===== src/rtl/dfr_pkg.sv =====
package dfr_pkg;
  localparam int CODE_W   = 3;
  localparam int WM_W     = 6;
  localparam int QW_STEP  = 8;
  localparam int SIZE_W   = $clog2(QW_STEP * (1 << CODE_W)) + 1;
  localparam int WM_LIMIT = 32;

  typedef logic [CODE_W-1:0] burst_code_t;
  typedef logic [SIZE_W-1:0] qw_size_t;

  typedef struct packed {
    qw_size_t size;
    logic     illegal;
  } burst_dec_t;
endpackage


===== src/rtl/dfr_rst_sync.sv =====
module dfr_rst_sync #(
  parameter int STAGES = 2
) (
  input  logic clk,
  input  logic rst_n_in,
  output logic rst_n_out
);
  logic [STAGES-1:0] sync_q;

  always_ff @(posedge clk or negedge rst_n_in) begin
    if (!rst_n_in) sync_q <= '0;
    else           sync_q <= {sync_q[STAGES-2:0], 1'b1};
  end

  assign rst_n_out = sync_q[STAGES-1];
endmodule


===== src/rtl/dfr_burst_decode.sv =====
module dfr_burst_decode
  import dfr_pkg::*;
(
  input  burst_code_t code,
  input  logic        trickle,
  input  logic        tiled,
  output burst_dec_t  dec
);
  burst_code_t code_tr;
  burst_code_t code_fin;

  always_comb begin
    code_tr = code;
    if (trickle && (code == '0)) code_tr = burst_code_t'(1);
    code_fin = code_tr;
    if (tiled && !code_tr[0]) code_fin = code_tr + burst_code_t'(1);
    dec.illegal = (code_fin != code);
    dec.size    = qw_size_t'((32'(code_fin) + 32'd1) * QW_STEP);
  end
endmodule


===== src/rtl/dfr_outstanding.sv =====
module dfr_outstanding
  import dfr_pkg::*;
(
  input  logic     clk,
  input  logic     rst_n,
  input  logic     load,
  input  qw_size_t load_val,
  input  logic     ret,
  output qw_size_t count,
  output logic     empty
);
  qw_size_t cnt_q, cnt_d;
  logic     cnt_en;

  assign empty  = (cnt_q == '0);
  assign cnt_en = load | (ret & ~empty);
  assign count  = cnt_q;

  always_comb begin
    cnt_d = cnt_q;
    if (load)                cnt_d = load_val;
    else if (ret && !empty)  cnt_d = cnt_q - qw_size_t'(1);
  end

  always_ff @(posedge clk or negedge rst_n) begin
    if (!rst_n)      cnt_q <= '0;
    else if (cnt_en) cnt_q <= cnt_d;
  end

  AST_CNT_DEC: assert property (@(posedge clk) disable iff (!rst_n)
    (ret && !empty && !load) |=> (cnt_q == $past(cnt_q) - qw_size_t'(1)));
  AST_CNT_IDLE: assert property (@(posedge clk) disable iff (!rst_n)
    (empty && !load) |=> (cnt_q == '0));
endmodule


===== src/rtl/dfr_wm_check.sv =====
module dfr_wm_check
  import dfr_pkg::*;
#(
  parameter int OCC_W = 7
) (
  input  logic [OCC_W-1:0] level,
  input  qw_size_t         outstanding,
  input  logic [WM_W-1:0]  watermark,
  output logic             below,
  output logic             wm_err
);
  localparam int SUM_W = ((OCC_W > SIZE_W) ? OCC_W : SIZE_W) + 1;
  localparam int CMP_W = (SUM_W > WM_W) ? SUM_W : WM_W;

  logic [SUM_W-1:0] occ_total;
  logic [CMP_W-1:0] wm_eff;

  always_comb begin
    occ_total = SUM_W'(level) + SUM_W'(outstanding);
    wm_err    = (32'(watermark) >= WM_LIMIT);
    wm_eff    = wm_err ? CMP_W'(WM_LIMIT - 1) : CMP_W'(watermark);
    below     = (CMP_W'(occ_total) < wm_eff);
  end
endmodule


===== src/rtl/dfifo_refill_ctrl.sv =====
module dfifo_refill_ctrl
  import dfr_pkg::*;
#(
  parameter int OCC_W = 7
) (
  input  logic                clk,
  input  logic                rst_n,
  input  logic [CODE_W-1:0]   cfg_burst_code,
  input  logic [WM_W-1:0]     cfg_watermark,
  input  logic                cfg_trickle,
  input  logic                cfg_tiled,
  input  logic [OCC_W-1:0]    fifo_level,
  output logic                req_valid,
  input  logic                req_ack,
  output logic [SIZE_W-1:0]   req_size,
  input  logic                ret_strobe,
  output logic                cfg_err
);
  logic       rst_n_s;
  burst_dec_t dec;
  qw_size_t   out_cnt;
  logic       out_empty;
  logic       below;
  logic       wm_err;
  logic       load;

  logic       req_q, req_d;
  qw_size_t   size_q, size_d;
  logic       err_q, err_d;
  logic       req_en;

  dfr_rst_sync #(.STAGES(2)) u_rst (
    .clk(clk), .rst_n_in(rst_n), .rst_n_out(rst_n_s)
  );

  dfr_burst_decode u_dec (
    .code(cfg_burst_code), .trickle(cfg_trickle), .tiled(cfg_tiled), .dec(dec)
  );

  dfr_wm_check #(.OCC_W(OCC_W)) u_wm (
    .level(fifo_level), .outstanding(out_cnt), .watermark(cfg_watermark),
    .below(below), .wm_err(wm_err)
  );

  assign load = req_q & req_ack;

  dfr_outstanding u_out (
    .clk(clk), .rst_n(rst_n_s), .load(load), .load_val(size_q),
    .ret(ret_strobe), .count(out_cnt), .empty(out_empty)
  );

  always_comb begin
    req_d  = req_q;
    size_d = size_q;
    if (req_q) begin
      if (req_ack) req_d = 1'b0;
    end else if (out_empty && below) begin
      req_d  = 1'b1;
      size_d = dec.size;
    end
    req_en = (req_d != req_q);
    err_d  = dec.illegal | wm_err;
  end

  always_ff @(posedge clk or negedge rst_n_s) begin
    if (!rst_n_s) begin
      req_q  <= 1'b0;
      size_q <= '0;
    end else if (req_en) begin
      req_q  <= req_d;
      size_q <= size_d;
    end
  end

  always_ff @(posedge clk or negedge rst_n_s) begin
    if (!rst_n_s) err_q <= 1'b0;
    else          err_q <= err_d;
  end

  assign req_valid = req_q;
  assign req_size  = size_q;
  assign cfg_err   = err_q;

  AST_REQ_HOLD: assert property (@(posedge clk) disable iff (!rst_n_s)
    (req_q && !req_ack) |=> (req_q && $stable(size_q)));
  AST_ACK_DROP: assert property (@(posedge clk) disable iff (!rst_n_s)
    (req_q && req_ack) |=> !req_q);
  AST_ONE_IN_FLIGHT: assert property (@(posedge clk) disable iff (!rst_n_s)
    req_q |-> out_empty);
  AST_TRICKLE_ERR: assert property (@(posedge clk) disable iff (!rst_n_s)
    (cfg_trickle && cfg_burst_code == '0) |=> cfg_err);
  AST_WM_ERR: assert property (@(posedge clk) disable iff (!rst_n_s)
    (32'(cfg_watermark) >= WM_LIMIT) |=> cfg_err);
endmodule


===== config.mk =====
export PLATFORM = sky130hd
export DESIGN_NAME = dfifo_refill_ctrl
export DESIGN_NICKNAME = d
export VERILOG_FILES = /design/src/rtl/dfr_pkg.sv /design/src/rtl/dfr_rst_sync.sv /design/src/rtl/dfr_burst_decode.sv /design/src/rtl/dfr_outstanding.sv /design/src/rtl/dfr_wm_check.sv /design/src/rtl/dfifo_refill_ctrl.sv
export SDC_FILE = /design/constraint.sdc
export NUM_CORES = 1
export LEC_CHECK = 0
export CAP_MARGIN = 10
export CORE_ASPECT_RATIO = 1.4
export CORE_MARGIN = 1.5
export CORE_UTILIZATION = 43
export CTS_BUF_LIST = sky130_fd_sc_hd__clkbuf_8
export CTS_CLUSTER_DIAMETER = 120
export DETAILED_ROUTE_END_ITERATION = 16
export GPL_ROUTABILITY_DRIVEN = 0
export PLACE_DENSITY = 0.82
export RECOVER_POWER = 100
export REMOVE_ABC_BUFFERS = 1
export SLEW_MARGIN = 5
export SYNTH_ARGS = -nofsm -noshare
export SYNTH_HDL_FRONTEND = slang
export SYNTH_SLANG_ARGS = --single-unit

===== constraint.sdc =====
create_clock -name clk -period 0.95 [get_ports clk]
set_input_delay 0.19 -clock clk [delete_from_list [all_inputs] [get_ports clk]]
set_output_delay 0.19 -clock clk [all_outputs]
set_load 0.01 [all_outputs]

# == After elaboration in Yosys (flattened, before gate mapping) ==
# Cells that the tools add are included.
# classes
n_eq_ne,2
bitwise_logic,6
n_mux,8
n_lt_le_gt_ge,2
n_addsub,4
reduce_logical,11
# ops
cell,count
7-bit two-way mux,2
7-bit by 7-bit adder with 8-bit output,1
8-bit less-than comparator,1
7-bit zero test,1
7-bit by 1-bit subtractor with 7-bit output (second input constant),1
6-bit >= comparator (second input constant),1
3-bit two-way mux,2
6-bit two-way mux,1
3-bit by 1-bit adder with 4-bit output (second input constant),1
1-bit logical AND,4
3-bit by 1-bit adder with 3-bit output (second input constant),1
3-bit zero test,1
1-bit two-way mux,3
3-bit != test,1
3-bit AND reduction,1
1-bit bitwise AND,2
1-bit zero test,2
1-bit NOT,2
1-bit OR,2
2-bit AND reduction,1
2-bit nonzero test,1
1-bit != test,1
# totals
output_inout_bits,9
elab_cells,38
input_bits,22
regBits,15

# == Longest topological paths before layout ==
# Gate-level depths: netlist (run 1).
# depth
ltp_word,8
ltp_mapped,12
depth_no_buf,12

# == Hierarchy ==
# Synthesis (run 1) repeated with hierarchy kept, for this count alone.
# unflattened
hier_cells,144
area_unflattened_um2,1390.1
# by_module_without_submodules
module,cells_per_inst,seq_area_each_um2,area_each_um2,instances
dfr_outstanding,52,175.2,461.7,1
dfr_wm_check,53,0.0,431.7,1
dfifo_refill_ctrl,21,225.2,346.6,1
dfr_burst_decode,15,0.0,96.3,1
dfr_rst_sync,3,50.0,53.8,1

# == Worst setup path before layout (run 1) ==
# No wires, ideal clock.
# synth_path
path_type,register to register
start,register u_out.cnt_q[0] (netlist: u_out.count[0])
end,register size_q[3] (netlist: req_size[3])
n_path_buf,0
required_time_ps,825
slack_ps,-1664
arrival_ps,2490
setup_ps,125
path_stages_with_launch,12
period_less_slack_ps,2614
path_cell_list,dfrtp_1 -> ha_1 -> inv_1 -> fa_1 -> nor2b_1 -> o31a_1 -> a21oi_1 -> ha_1 -> o211a_1 -> a2111oi_4 -> o221ai_2 -> mux2_2
# synth_between
elab_chain_len,7
elab_cells_between_ends,8
classes_between,1 x add/sub; 1 x order compare; 1 x eq/ne; 2 x mux; 3 x reduce/logical
# synth_rtl
item,line,text
start: declaration,dfr_outstanding.sv:12,"qw_size_t cnt_q, cnt_d;"
start signal: assignment,dfr_outstanding.sv:27,else if (cnt_en) cnt_q <= cnt_d;
7-bit by 7-bit adder with 8-bit output,dfr_wm_check.sv:19,occ_total = SUM_W'(level) + SUM_W'(outstanding);
8-bit less-than comparator,dfr_wm_check.sv:22,below = (CMP_W'(occ_total) < wm_eff);
1-bit logical AND *,dfifo_refill_ctrl.sv:57,end else if (out_empty && below) begin
1-bit two-way mux,dfifo_refill_ctrl.sv:57,
1-bit two-way mux,dfifo_refill_ctrl.sv:55,if (req_q) begin
1-bit != test,dfifo_refill_ctrl.sv:61,req_en = (req_d != req_q);
3-bit AND reduction (no source line) *,n/a,
end signal: assignment,dfifo_refill_ctrl.sv:71,size_q <= size_d;
end: declaration,dfifo_refill_ctrl.sv:28,"qw_size_t size_q, size_d;"
# Every way passes the cells marked *; elsewhere a longest branch is shown, timed or not.
# A chain may end at the register's enable or synchronous reset.

# == Final worst setup path (run 1) ==
# layout_path
start,register u_out.cnt_q[0] (netlist: u_out.count[0])
end,register size_q[4] (netlist: req_size[4])
# Same word-level chain as after synthesis.

==> results of run 1 <==
-- worst max-delay path: cells and delay by family (launching register included) --
kind	cells	cell delay [ps]
buffers and inverters	2	80
flip-flops	1	360
AO/OA/AOI/OAI	4	850
multiplexers	1	330
adder cells (fa/ha/maj)	3	1010
-- metal layers --
metal  routed length [um]  vias to the layer above  part of all wire
li1                     -                      600                 -
met1                 1330                      607              0.34
met2                 2490                       32              0.63
met3                   84                        6             0.021
met4                   59                        0             0.015
met5                    0                        -                 0
-- how the worst max path moves through the flow --
stage | slack [ps] | cells after the start | endpoint | start
floorplan | -1660 | 11 | req_size[3] | u_out.count[0]
global placement | -2080 | 13 | req_size[3] | fifo_level[0]
detailed placement | -2120 | 12 | req_size[4] | fifo_level[0]
CTS | -1760 | 11 | req_size[5] | u_out.count[4]
global route | -1890 | 11 | req_size[5] | u_out.count[4]
finish | -1790 | 10 | req_size[4] | u_out.count[0]
-- logic make-up after synthesis --
| logic type | count (synthesis) |
|---|---|
| buffers and inverters | 14 |
| AND/OR/NAND/NOR | 40 |
| adder cells (fa/ha/maj) | 17 |
| AO/OA/AOI/OAI | 27 |
| flip-flops | 15 |
| multiplexers | 5 |
| XOR/XNOR | 12 |
| other | 2 |
-- sequential cells by signal, summed over array words and instances (netlist names) --
signal,cells
cfg_err,1
req_size,4
req_valid,1
u_out.count,7
u_rst.sync_q,2
-- layout make-up --
cell class | instances | area, um^2
clock buffers | 3 | 41.3
clock inverters | 1 | 3.75
fillers | 178 | 548
inverters | 9 | 33.8
multi-input cells | 106 | 975
flip-flops and latches | 15 | 375
well taps | 36 | 45.0
repair buffers | 74 | 621
-- layout by cell type (no fill, tap or decap), types with 3 or more instances in the layout --
cell type	n
clkbuf_8	3
nor2_1	14
ha_4	4
clkdlybuf4s50_1	14
buf_2	5
o21a_1	3
clkbuf_2	3
xor2_1	5
buf_4	38
o21ai_2	3
a21oi_2	5
mux2_4	3
dfrtp_1	15
inv_1	8
nand3_1	4
conb_1	5
o21ai_1	3
ha_1	11
nand2_1	9
buf_6	11
xnor2_1	5
-- what timing repair did --
| item | CTS | global route |
|---|---|---|
| endpoints found under the hold margin | 0 | 0 |
| endpoints found under the setup margin | 19 | 19 |
| buffers inserted | 9 | 4 |
| gates resized for setup | 71 | 28 |
| hold buffers | 0 | 0 |
| pin swaps | 12 | 7 |
-- power by group through the flow --
stage | Sequential [mW] | Clock, mW | Combinational [mW]
2_1_floorplan | 1.13 | 0 | 1.59
3_3_place_gp | 1.03 | 0 | 3.00
3_5_place_dp | 1.05 | 0 | 3.14
4_1_cts | 1.05 | 0.503 | 3.64
5_1_grt | 1.10 | 0.540 | 4.53
6_report | 1.09 | 0.486 | 4.24
==> summary.txt, run 1 <==
Run status
  – Status: finished with violations
  – Failing checks: negative setup slack

Placed design
  – Pre-CTS WS: -2120 ps
  – Port Buffers: 27
  – Hpwl dp: 2.62 mm
  – Placed cells: 230
  – Cell Area, Placed: 0.00179 mm^2

Clock tree
  – Root Buffer: clkbuf_8
  – CTS tree: done
  – Clock Pin Slew Worst Setup and Hold Paths: 60 ps
  – Total CTS buffers: 3
  – Max Root-Sink Buffers: 2
  – H-tree levels: 1
  – Clk Latency, worst-skew pair: 240 ps
  – Clock sinks: 15

Power and ir drop
  – P_sw: 2.37 mW
  – Clock power frac: 0.084
  – Reg power frac: 0.187
  – Peak supply drop: 1.78 mV
  – Gate power share: 0.729
  – Switching share of power: 0.408
  – Leakage power: 1.00 nW
  – Pwr dens: 2770 mW/mm^2
  – Internal: 3.44 mW
  – Total chip power: 5.81 mW

Floorplan
  – DIE AREA: 0.00315 mm^2
  – Io pins: 31
  – Initial Utilization: 0.459
  – Die Span Y: 65.8 um
  – DIE WIDTH: 47.9 um
  – Placement Rows: 22
  – Core ar.: 0.00264 mm^2

Global routing
  – Vias in the first global route: 1,354
  – GRT overflow: 0
  – Met2 usage: 0.535
  – GRT Max-Usage Layer: met2
  – Met3 usage: 0.0219
  – Tot GR Track Use: 0.249
  – Largest net degree at the start of global routing: 14
  – Initial antenna violation count: 0
  – Routing usage on met1: 0.200
  – First-pass GRT wire length: 5.43 mm

Final layout
  – Area Overhead vs Synth: 72.8%
  – Nets: 248
  – Layout cells sized above 1: 0.471
  – Diodes inserted: 0
  – Final core utilization: 0.793
  – Final instance area: 0.00209 mm^2
  – Non-filler cells, final: 244

Drt
  – DR DRC count: 0
  – Detailed Route WL: 3.97 mm
  – Drt first pass iters: 4
  – DR vias: 1,245
  – Iter 0 DRT Violations: 28
  – Vias per inst: 5.10
  – Post-DRT Antenna Nets: 0
  – Post-DR wirelength/cell: 16.3 um

Logic synthesis
  – Seq/Total Area, Yosys: 0.310
  – Mux share of post-synthesis cell area: 0.0464
  – Post-synth EDFFs: 0
  – Synth top cells by count: ha_1 (16), nor2_1 (16), dfrtp_1 (15), nand2_1 (11)
  – Post-synth cell types: 35
  – Ys async rst share: 1.00
  – Synth top area cells: dfrtp_1 (31%), ha_1 (17%), xnor2_1 (5.1%), nor2_1 (5.0%), mux2_2 (4.6%)
  – Cell Area, Synth: 0.00121 mm^2
  – Compound-Gate Fraction of Synth Area: 0.167
  – Seq cells post-synth: 15
  – Share of the synthesized area in the top cell type: 0.310
  – Top FF cell, synth: dfrtp_1
  – Synth area leader: dfrtp_1
  – Largest family of logic cells by synthesized area: adder cells
  – Mapped Cells: 132
  – XOR/XNOR share of the synthesized area: 0.0867
  – Post-Synth Simple-Gate Area: 0.150
  – Syn avg cell area: 9.18 um^2
  – Yosys warns: 0
  – Post-synthesis adder-cell area fraction: 0.182

STA
  – RSZ-0062 raised after global routing: true
  – Period utilisation layout: 2.89
  – Final TNS setup: -16,060 ps
  – Fin crit period: 2740 ps
  – Final Hold Fails: 0
  – Setup ws final: -1790 ps
  – Layout Skew: 0.603 ps
  – Fin Hold WS: 172 ps
  – F_max: 365 MHz
  – Max Slew Vio Count: 0
  – Final setup fails: 16

Critical path
  – R2R Path Start: u_out.count[0]
  – Delay of the slowest critical-path stage: 510 ps
  – CP Data Required Time: 1080 ps
  – Critical Path Slowest Stage Cell: fa_2
  – Reg2reg end: req_size[4]
  – CP Data Arrival Time: 2870 ps
  – Critical path class: flop to flop
  – CP most frequent cell: o21ai_2
  – Type of origin of the critical path: flop
  – Setup slack, reg-to-reg: -1790 ps
  – Worst setup EP type: flop
  – CP Cell Sequence: ha_2, inv_2, fa_2, inv_1, ha_1, o21ai_2, o21ai_2, a2111oi_4, o221ai_4, mux2_4
  – Worst Path Max Fanout: 5
  – R2R depth: 10

Worst hold path
  – Hold crit path type: primary input to asynchronous set/reset pin

Job
  – Max-Cap Viols: 0
(Power assumes the default switching activity.)
==> inputs of run 2 (changes only) <==
--- a/config.mk
+++ b/config.mk
@@ -16,6 +16,7 @@
 export PLACE_DENSITY = 0.82
 export RECOVER_POWER = 100
 export REMOVE_ABC_BUFFERS = 1
+export SETUP_SLACK_MARGIN = 0.3
 export SLEW_MARGIN = 5
 export SYNTH_ARGS = -nofsm -noshare
 export SYNTH_HDL_FRONTEND = slang
==> run 2 against run 1 <==
The run still ends with negative setup slack left. Combinational power about the same. Largest cell class unchanged. Total power hardly changed. Cell area is 1.3% higher. Non-clock buffer count increased by 1. Worst setup slack got worse by 96 ps.
==> summary.txt, run 2 (synthesis gave the netlist of run 1 again) <==
Final layout
  – Area Overhead vs Synth: 74.9%
  – Commonest non-fill, non-tap cell in the layout: buf_4
  – Nets: 249
  – Diodes inserted: 0
  – Final instance area: 0.00212 mm^2
  – Layout cells sized above 1: 0.478
  – Non-filler cells, final: 245
  – Max reg flops: 7
  – Filler cells: 168
  – Sequential cell area: 375 um^2
  – Multi-input gate area: 987 um^2
  – Most frequent cells in the layout: buf_4 (39), dfrtp_1 (15), nor2_1 (13), clkdlybuf4s50_1 (13), ha_1 (11)

Floorplan
  – DIE WIDTH: 47.9 um
  – Die Span Y: 65.8 um
  – Io pins: 31
  – Core ar.: 0.00264 mm^2
  – Placement Rows: 22
  – Initial Utilization: 0.459
  – DIE AREA: 0.00315 mm^2

STA
  – Layout Skew: 2.04 ps
  – F_max: 352 MHz
  – Final TNS setup: -16,090 ps
  – Period utilisation layout: 2.99
  – RSZ-0062 raised after global routing: true
  – Setup ws final: -1890 ps
  – Final Hold Fails: 0
  – Final setup fails: 17
  – Max Slew Vio Count: 0
  – Fin crit period: 2840 ps

Drt
  – DR vias: 1,271
  – Top routing layer in use: met4
  – Vias per inst: 5.19
  – Iter 0 DRT Violations: 26
  – Met2 routed WL: 2.41 mm
  – DR DRC count: 0
  – M1 wire length: 1.30 mm
  – Routed wl met3: 127 um
  – Detailed Route WL: 3.94 mm
  – Post-DRT Antenna Nets: 0
  – Post-DR wirelength/cell: 16.1 um
  – Drt first pass iters: 4

Power and ir drop
  – Internal: 3.43 mW
  – Gate power share: 0.729
  – P_sw: 2.38 mW
  – Leakage power: 1.02 nW
  – Total chip power: 5.81 mW
  – Pwr dens: 2740 mW/mm^2
  – Clock power frac: 0.084
  – Switching share of power: 0.410
  – Peak supply drop: 1.83 mV
  – Reg power frac: 0.187

Global routing
  – Initial antenna violation count: 0
  – Tot GR Track Use: 0.249
  – First-pass GRT wire length: 5.43 mm
  – Vias in the first global route: 1,354
  – Largest net degree at the start of global routing: 14
  – GRT overflow: 0

Critical path
  – R2R Path Start: u_out.count[0]
  – Critical Path Source: u_out.count[0]
  – R2R depth: 11
  – Type of origin of the critical path: flop
  – Critical path class: flop to flop
  – CP Data Required Time: 1080 ps
  – CP Data Arrival Time: 2960 ps
  – Worst setup EP type: flop
  – Setup slack, reg-to-reg: -1890 ps
  – Reg2reg end: req_size[4]
  – Worst Path Max Fanout: 5

Placed design
  – Hpwl dp: 2.62 mm
  – Port Buffers: 27
  – Placed cells: 230
  – Cell Area, Placed: 0.00179 mm^2

Clock tree
  – Total CTS buffers: 3
  – Root Buffer: clkbuf_8
  – Max Root-Sink Buffers: 2
  – CTS tree: done
  – Clock sinks: 15
  – # hold bufs at CTS: 0
  – Clk Latency, worst-skew pair: 240 ps
  – H-tree levels: 1
  – Clock Pin Slew Worst Setup and Hold Paths: 60 ps

Run status
  – Failing checks: negative setup slack
  – Status: finished with violations

Job
  – Max-Cap Viols: 0

Worst hold path
  – Hold crit path type: primary input to asynchronous set/reset pin
==> run 2: changes by cell type in the layout (fill, tap and decap cells not counted), sizes merged <==
cell | previous run | this run
clkdlybuf4s50 | 14 | 13
buf | 54 | 55
dlymetal6s2s | 1 | 2
==> run 2: layout make-up <==
class,count,share of cell area
Clock inverter,1,0.00177
Sequential cell,15,0.177
Inverter,9,0.0159
Clock buffer,3,0.0195
Multi-Input combinational cell,106,0.465
Tap cell,36,0.0212
Timing Repair Buffer,75,0.299
==> run 2: how the worst max path moves through the flow <==
stage / cells after the start / end / slack [ps]
after floorplan: 11 / req_size[3] / -1660
after global placement: 13 / req_size[3] / -2080
after detailed placement: 12 / req_size[4] / -2120
after CTS: 11 / req_size[5] / -1760
after global routing: 12 / req_size[4] / -1960
final: 11 / req_size[4] / -1890
==> run 2: per-stage QoR <==
step                      worst slack [ps]   util  hold slack, ps
final                                -1890  0.803             173
after detailed placement             -2120  0.676             169
after global placement               -2080  0.676             161
after global routing                 -1960  0.803             166
after CTS                            -1760  0.753            97.7
after floorplan                      -1660      -            -106
==> run 2: worst max-delay path, stage by stage (launching register included) <==
cell	delay, ps
dfrtp_1	380
ha_2	210
inv_2	50
fa_2	380
nor2b_4	180
o21ai_2	80
a21oi_2	210
ha_4	230
o211a_1	130
a2111oi_4	350
o221ai_4	210
mux2_4	330
==> run 2: power by group through the flow <==
stage               Sequential (mW)  Combinational [mW]  Clock [mW]
CTS                            1.05                3.64       0.503
detailed placement             1.05                3.14           0
global route                   1.10                4.52       0.540
global placement               1.03                3.00           0
finish                         1.09                4.23       0.489
floorplan                      1.13                1.59           0
==> run 2: routing by layer <==
layer | global-route usage | up-vias
li1 | - | 602
met3 | 0.0219 | 12
met5 | 0 | -
met4 | 0.0811 | 0
met1 | 0.200 | 614
met2 | 0.535 | 43
==> run 2: timing repair <==
action / 4_1_cts / 5_1_grt
gates resized for setup: 71 / 30
pin swaps: 12 / 5
buffers inserted: 9 / 2
endpoints found under the setup margin: 19 / 19
gates cloned: 0 / 0
==> inputs of run 3 (changes only) <==
--- a/config.mk
+++ b/config.mk
@@ -14,7 +14,7 @@
 export DETAILED_ROUTE_END_ITERATION = 16
 export GPL_ROUTABILITY_DRIVEN = 0
 export PLACE_DENSITY = 0.82
-export RECOVER_POWER = 100
+export RECOVER_POWER = 50
 export REMOVE_ABC_BUFFERS = 1
 export SETUP_SLACK_MARGIN = 0.3
 export SLEW_MARGIN = 5
==> run 3 against run 2 <==
The flow still finishes with violations (negative setup slack). Total power hardly changed. Final cell count unchanged. Count of clock-buffer cells in the layout is the same. Worst hold slack barely moved. Global-route usage unchanged. Cell area is 0.35% higher. Utilization up 0.28 points. Wire length about the same. Combinational power hardly changed. Sequential cell count stayed put. Via count shrank 0.31%. Critical path type unchanged.
==> summary.txt, run 3 (synthesis gave the netlist of run 1 again) <==
Run status
  – Status: finished with violations
  – Failing checks: negative setup slack

STA
  – Setup ws final: -1890 ps
  – RSZ-0062 raised after global routing: true
  – Fin Hold WS: 173 ps
  – Fin crit period: 2840 ps
  – Period utilisation layout: 2.99
  – F_max: 352 MHz
  – Final Hold Fails: 0
  – Final TNS setup: -16,090 ps
  – Final setup fails: 17
  – Layout Skew: 2.10 ps
  – Max Slew Vio Count: 0

Floorplan
  – Core ar.: 0.00264 mm^2
  – Die Span Y: 65.8 um
  – Initial Utilization: 0.459
  – Io pins: 31
  – DIE AREA: 0.00315 mm^2
  – Placement Rows: 22
  – DIE WIDTH: 47.9 um

Global routing
  – Largest net degree at the start of global routing: 14
  – Tot GR Track Use: 0.249
  – First-pass GRT wire length: 5.43 mm
  – Initial antenna violation count: 0
  – GRT overflow: 0
  – Vias in the first global route: 1,354

Placed design
  – Pre-CTS WS: -2120 ps
  – Hpwl dp: 2.62 mm
  – Port Buffers: 27
  – Placed cells: 230
  – Cell Area, Placed: 0.00179 mm^2

Drt
  – Drt first pass iters: 4
  – Post-DRT Antenna Nets: 0
  – Iter 0 DRT Violations: 28
  – Vias per inst: 5.17
  – DR vias: 1,267
  – Post-DR wirelength/cell: 16.0 um
  – DR DRC count: 0
  – Detailed Route WL: 3.93 mm

Final layout
  – Nets: 249
  – Commonest non-fill, non-tap cell in the layout: buf_4
  – Most frequent cells in the layout: buf_4 (39), dfrtp_1 (15), nor2_1 (13), clkdlybuf4s50_1 (13), ha_1 (11)
  – Final core utilization: 0.805
  – Non-filler cells, final: 245
  – Filler cells: 168
  – Max reg flops: 7
  – Final instance area: 0.00213 mm^2
  – Layout cells sized above 1: 0.478
  – Diodes inserted: 0
  – Area Overhead vs Synth: 75.5%

Critical path
  – Critical path class: flop to flop
  – CP Data Arrival Time: 2960 ps
  – Type of origin of the critical path: flop
  – Worst setup EP type: flop
  – Worst Path Max Fanout: 5
  – CP Data Required Time: 1080 ps

Clock tree
  – Clk Latency, worst-skew pair: 240 ps
  – Total CTS buffers: 3
  – Max Root-Sink Buffers: 2
  – # hold bufs at CTS: 0
  – CTS tree: done
  – Clock Pin Slew Worst Setup and Hold Paths: 60 ps
  – Root Buffer: clkbuf_8
  – Clock sinks: 15
  – H-tree levels: 1

Power and ir drop
  – Pwr dens: 2730 mW/mm^2
  – Peak supply drop: 1.83 mV
  – Total chip power: 5.81 mW
  – Leakage power: 1.02 nW

Worst hold path
  – Hold crit path type: primary input to asynchronous set/reset pin

Job
  – Max-Cap Viols: 0
## run 3: cell types whose count changed in the layout (fill, tap and decap cells not counted)
| cell | previous run | this run |
|---|---|---|
| a21oi_2 | 5 | 4 |
| a21oi_4 | 0 | 1 |
## run 3: final timing paths
check,startpoint,to,slack (ps),depth (start not counted)
min in group clk,cfg_burst_code[0],cfg_err,300,3
min,rst_n,u_rst.sync_q[0],170,1
max reg2reg,u_out.count[0],req_size[4],-1890,11
max,u_out.count[0],req_size[4],-1890,11
max in group asynchronous,u_rst.sync_q[1],req_size[3],500,1
min reg2reg,u_rst.sync_q[1],u_out.count[3],210,1
## run 3: report_power, final
group	internal (mW)	switching, mW
sequential	0.881	0.208
clock	0.285	0.203
combinational	2.26	1.97
total	3.43	2.38
## run 3: routing by layer
metal,wire (um),vias up,global-route usage
li1,-,603,-
met1,1280,609,0.200
met2,2410,43,0.535
met3,132,12,0.0219
met4,103,0,0.0811
met5,0,-,0
## run 3: repair_timing
action | CTS | global route
gates resized for setup | 71 | 30
setup buffers | 9 | 2
setup endpoints to repair | 19 | 19
endpoints found under the hold margin | 0 | 0
pin swaps | 12 | 5
## run 3: area by class of cell
class                      instances  area, um^2  area share
clock buffer                       3        41.3      0.0194
inverter                           9        33.8      0.0159
multi-input combinational        106         995       0.467
sequential                        15         375       0.176
clock inverter                     1        3.75     0.00176
tap                               36        45.0      0.0212
timing repair buffer              75         634       0.298
## run 3: worst max-delay path, stage by stage, from the launching register on
cell	delay (ps)
dfrtp_1	380
ha_2	210
inv_2	50
fa_2	380
nor2b_4	180
o21ai_2	80
a21oi_2	210
ha_4	230
o211a_1	130
a2111oi_4	350
o221ai_4	210
mux2_4	330
